### src/rtl/bchx_pkg.sv
package bchx_pkg;

    // Code geometry
    localparam int CW_BITS  = 63;
    localparam int MSG_BITS = 57;
    localparam int CHK_BITS = CW_BITS - MSG_BITS;

    // Generator polynomial without its leading x^CHK_BITS term:
    // x^6 + x^5 + 1  ->  low part x^5 + 1
    localparam logic [CHK_BITS-1:0] GEN_LOW = 6'b100001;

    typedef logic [MSG_BITS-1:0] msg_t;
    typedef logic [CW_BITS-1:0]  cw_t;
    typedef logic [CHK_BITS-1:0] chk_t;

    // One mask per check bit: mask[p][j] is set when x^(CHK_BITS+j) mod g
    // has a 1 in position p (a column of the parity matrix).
    typedef logic [CHK_BITS-1:0][MSG_BITS-1:0] colmask_t;

    typedef enum logic [0:0] {
        ST_EMPTY  = 1'b0,
        ST_LOADED = 1'b1
    } ostate_t;

    function automatic colmask_t build_col_masks(input chk_t glow);
        colmask_t   masks;
        chk_t       rem;
        logic       carry;
        masks = '0;
        rem   = glow;                 // x^CHK_BITS mod g
        for (int j = 0; j < MSG_BITS; j++) begin
            for (int p = 0; p < CHK_BITS; p++) begin
                masks[p][j] = rem[p];
            end
            carry = rem[CHK_BITS-1];
            rem   = {rem[CHK_BITS-2:0], 1'b0} ^ (carry ? glow : '0);
        end
        return masks;
    endfunction

endpackage

### src/rtl/bchx_parity_tree.sv
module bchx_parity_tree
    import bchx_pkg::*;
#(
    parameter int         KB   = MSG_BITS,
    parameter int         RB   = CHK_BITS,
    parameter logic [RB-1:0] GLOW = GEN_LOW
) (
    input  logic [KB-1:0] msg,
    output logic [RB-1:0] chk
);

    localparam colmask_t MASKS = build_col_masks(GLOW);

    // One XOR reduction per check bit: the GF(2) dot product of the
    // message with one column of the parity matrix.
    for (genvar p = 0; p < RB; p++) begin : g_col
        logic [KB-1:0] picked;
        assign picked = msg & MASKS[p];
        assign chk[p] = ^picked;
    end

endmodule

### src/rtl/bchx_out_stage.sv
module bchx_out_stage
    import bchx_pkg::*;
#(
    parameter int KB = MSG_BITS,
    parameter int RB = CHK_BITS,
    localparam int NB = KB + RB
) (
    input  logic          clk,
    input  logic          rst,
    input  logic          load,
    input  logic [KB-1:0] msg,
    input  logic [RB-1:0] chk,
    output logic          valid,
    output logic [NB-1:0] word
);

    ostate_t state_q, state_d;
    logic [NB-1:0] word_q;

    // Next-state selection
    always_comb begin
        state_d = state_q;
        unique case (state_q)
            ST_EMPTY:  state_d = load ? ST_LOADED : ST_EMPTY;   // CAPTURE / WAIT
            ST_LOADED: state_d = load ? ST_LOADED : ST_EMPTY;   // STREAM / DRAIN
            default:   state_d = ST_EMPTY;
        endcase
    end

    // State register
    always_ff @(posedge clk) begin
        if (rst) begin
            state_q <= ST_EMPTY;
        end else begin
            state_q <= state_d;
        end
    end

    // Output register: codeword captured only on a load
    always_ff @(posedge clk) begin
        if (rst) begin
            word_q <= '0;
        end else if (load) begin
            word_q <= {msg, chk};
        end
    end

    assign valid = (state_q == ST_LOADED);
    assign word  = word_q;

endmodule

### src/rtl/bchx_enc63.sv
module bchx_enc63
    import bchx_pkg::*;
(
    input  logic                clk,
    input  logic                rst,
    input  logic                msg_valid,
    input  logic [MSG_BITS-1:0] msg_data,
    output logic                cw_valid,
    output logic [CW_BITS-1:0]  cw_data
);

    chk_t chk_w;

    bchx_parity_tree #(
        .KB   (MSG_BITS),
        .RB   (CHK_BITS),
        .GLOW (GEN_LOW)
    ) u_tree (
        .msg (msg_data),
        .chk (chk_w)
    );

    bchx_out_stage #(
        .KB (MSG_BITS),
        .RB (CHK_BITS)
    ) u_out (
        .clk   (clk),
        .rst   (rst),
        .load  (msg_valid),
        .msg   (msg_data),
        .chk   (chk_w),
        .valid (cw_valid),
        .word  (cw_data)
    );

endmodule

### config.mk
export PLATFORM = sky130hd
export DESIGN_NAME = bchx_enc63
export DESIGN_NICKNAME = d
export VERILOG_FILES = /design/src/rtl/bchx_pkg.sv /design/src/rtl/bchx_parity_tree.sv /design/src/rtl/bchx_out_stage.sv /design/src/rtl/bchx_enc63.sv
export SDC_FILE = /design/constraint.sdc
export NUM_CORES = 1
export LEC_CHECK = 0
export BUFFER_PORTS_ARGS = -buffer_cell sky130_fd_sc_hd__buf_2
export CELL_PAD_IN_SITES_DETAIL_PLACEMENT = 1
export CELL_PAD_IN_SITES_GLOBAL_PLACEMENT = 2
export CORE_MARGIN = 5
export CORE_UTILIZATION = 32
export DETAILED_ROUTE_END_ITERATION = 8
export HOLD_SLACK_MARGIN = 0.03
export PLACE_DENSITY = 0.9
export SLEW_MARGIN = 10
export SYNTH_ARGS = -nofsm -noshare
export SYNTH_HDL_FRONTEND = slang
export SYNTH_SLANG_ARGS = --single-unit
export TNS_END_PERCENT = 30
### constraint.sdc
create_clock -name clk -period 3.66 [get_ports clk]
set_clock_uncertainty 0.05 [all_clocks]
set_input_delay 0.366 -clock clk [delete_from_list [all_inputs] [get_ports clk]]
set_output_delay 0.366 -clock clk [all_outputs]
set_load 0.005 [all_outputs]
==> out/metrics.yaml <==
clock_network:
  h-tree-depth: 3
  path_clk_slew_ns: 0.07
  post_cts_resized: 0
  cts_tree: "built"
  cts.sinks: 64
  cts_setup_buffers: 0
  clk_latency_ns: 0.34
  cts_buffers: 9
  ctsRootBufferMaster: "clkbuf_8"
  cts_hold_buf: 0
  cts.path.max_buffers: 2
final_layout:
  fin_nets: 486
  multi_input_area_um2: 1950
  finish.utilization: 0.412
  register_area_um2: 1280
  layout-drive-gt1-share: 0.324
  syn_to_final_growth_pct: 27.5
  stdcell_area_um2: 4190
  num_antenna_cells: 0
  fill_cells: 1190
critical_path:
  crit_path_cell_trace: "buf_2 > xnor3_2 > xnor2_2 > xnor3_1 > xnor2_1 > mux2i_1 > o21ai_0"
  critPathBufInv: 1
  crit_arrival_ns: 2.14
  cp_top_family: "XOR/XNOR gates"
  slowest_stage: "xnor3_2"
  critPathKind: "in2reg"
  setup.worst_path.end_class: "register"
  crit_path_max_fanout: 4
  critPathMaxStageDelay_ns: 0.49
  worst_ep_required_time_ns: 3.82
  cp-start-kind: "primary input"
grt:
  grt_pass1_vias: 2805
  antenna_found_initial: 0
  grt_max_degree: 43
  overflow: 0
  grt_usage: 0.160
  grt_first_pass_wirelength_mm: 15.4
logic_synthesis:
  syn-cell-area_um2: 3290
  yosys_warnings: 0
  synth_nets: 364
  synth.distinct_cells: 19
  avgSynthCellArea_um2: 10.8
  synthArstFlopShare: 0
  ys_ff_latch: 64
  synth_enable_flop_cells: 0
  synth_top_cell_area_share: 0.390
  syn_inst: 304
  yosys.area.top_type: "dfxtp_1"
  ys_seq_area_frac: 0.390
  synthTopCellsByArea: "dfxtp_1, mux2i_1, xnor2_1"
  yosys_most_used_dff: "dfxtp_1"
  synth.most_common_cell: "dfxtp_1"
  synthTopCellsByCount: "dfxtp_1, mux2i_1, xnor2_1, nor2_1, xnor3_1"
pwr:
  vdd_drop_max_mv: 0.162
  p_per_area_nw_per_um2: 487
  leakagePower_nw: 2.11
routing:
  drt_first_iter_violations: 79
  avgViaCountPerCell: 4.46
  wl_mm: 9.57
  post_drt_wl_per_cell_um: 16.9
  drcViolationCount: 0
  num_vias: 2520
  postRouteAntennaNets: 0
  first_pass_iters: 4
run_status:
  status: "completed"
floorplanning:
  io_pins: 124
  die_w_um: 111
  die-area_um2: 12400
  core_area_um2: 10200
  start_util: 0.323
  fp-row-count: 37
  die_h_um: 111
placed_design:
  dpl.hpwl_mm: 7.76
  post-place-ws_ns: 1.39
  place.gp.congestion: 0.858
  placed_area_um2: 4040
  portBuffers: 123
sta:
  worstMarginPinSlew_ns: 0.671
  fmax_mhz: 504
  setup_violations: 0
  whs_ns: 0.235
  slew_viol_final: 0
  slew_headroom: 0.553
  hold_violations: 0
  period_minus_slack_ns: 1.98
  rsz0062_at_grt: "no"
  fin_crit_sh: 0.542
  setup_tns_ns: 0
  timing.final.ws_setup_ns: 1.68
flow_run:
  cap_viol_max_count: 0
min_path:
  hp-class: "in2reg"
## cell usage in the layout, fill, tap and decap left out, drive strengths merged
cell,instances
and2,1
buf,125
clkbuf,13
clkinv,1
dfxtp,64
inv,2
mux2i,61
nand2b,4
nand3,1
nor2,60
o21ai,2
o22ai,1
o311ai,1
or3,1
xnor2,63
xnor3,15
xor2,13
xor3,1
## final cells by class
class / instances / share of cell area
inverter: 2 / 0.00179
sequential: 64 / 0.306
timing repair buffer: 125 / 0.151
clock buffer: 13 / 0.0355
multi-input combinational: 224 / 0.464
clock inverter: 1 / 0.00119
tap: 136 / 0.0406
## logic make-up after synthesis
group	after synthesis	share of synthesized area
XOR/XNOR	92	0.317
AND/OR/NAND/NOR	67	0.0814
flip-flops	64	0.390
multiplexers	61	0.186
buffers and inverters	16	0.0183
AO/OA/AOI/OAI	4	0.00761
## through the flow
step / power (mW) / instances
3_3_place_gp: 1.53 / 551
3_5_place_dp: 1.56 / 551
2_1_floorplan: 1.33 / 304
4_1_cts: 2.08 / 565
5_1_grt: 2.17 / 565
6_report: 2.04 / 565
## routing by layer
layer / vias to the layer above / routed length, um / GRT usage
met5: - / 0 / 0
met4: 0 / 157 / 0.0714
met3: 11 / 653 / 0.0457
met2: 87 / 4460 / 0.248
met1: 1190 / 4300 / 0.208
li1: 1232 / - / -
## power breakdown
group	leakage (nW)	internal [mW]	total, mW	switching [mW]
combinational	1.51	0.406	0.735	0.330
sequential	0.529	0.764	0.796	0.0319
clock	0.0794	0.257	0.510	0.254
## worst register-to-register path, stage by stage, from the launching register on
cell,delay [ns]
dfxtp_1,0.33
inv_1,0.04
o311ai_1,0.26
## final timing paths
path | from | end | slack, ns | cells past startpoint
worst max-delay path | msg_data[4] | u_out.word[4] | 1.68 | 7
worst min-delay path | msg_data[46] | u_out.word[52] | 0.24 | 3
worst max register to register | u_out.word[2] | u_out.word[2] | 2.88 | 2
worst min register to register | u_out.word[5] | u_out.word[5] | 0.43 | 2
## registers in the layout, summed over array words and instances (netlist names)
register     flops
u_out.word      63
u_out.valid      1
(Power assumes the default switching activity.)
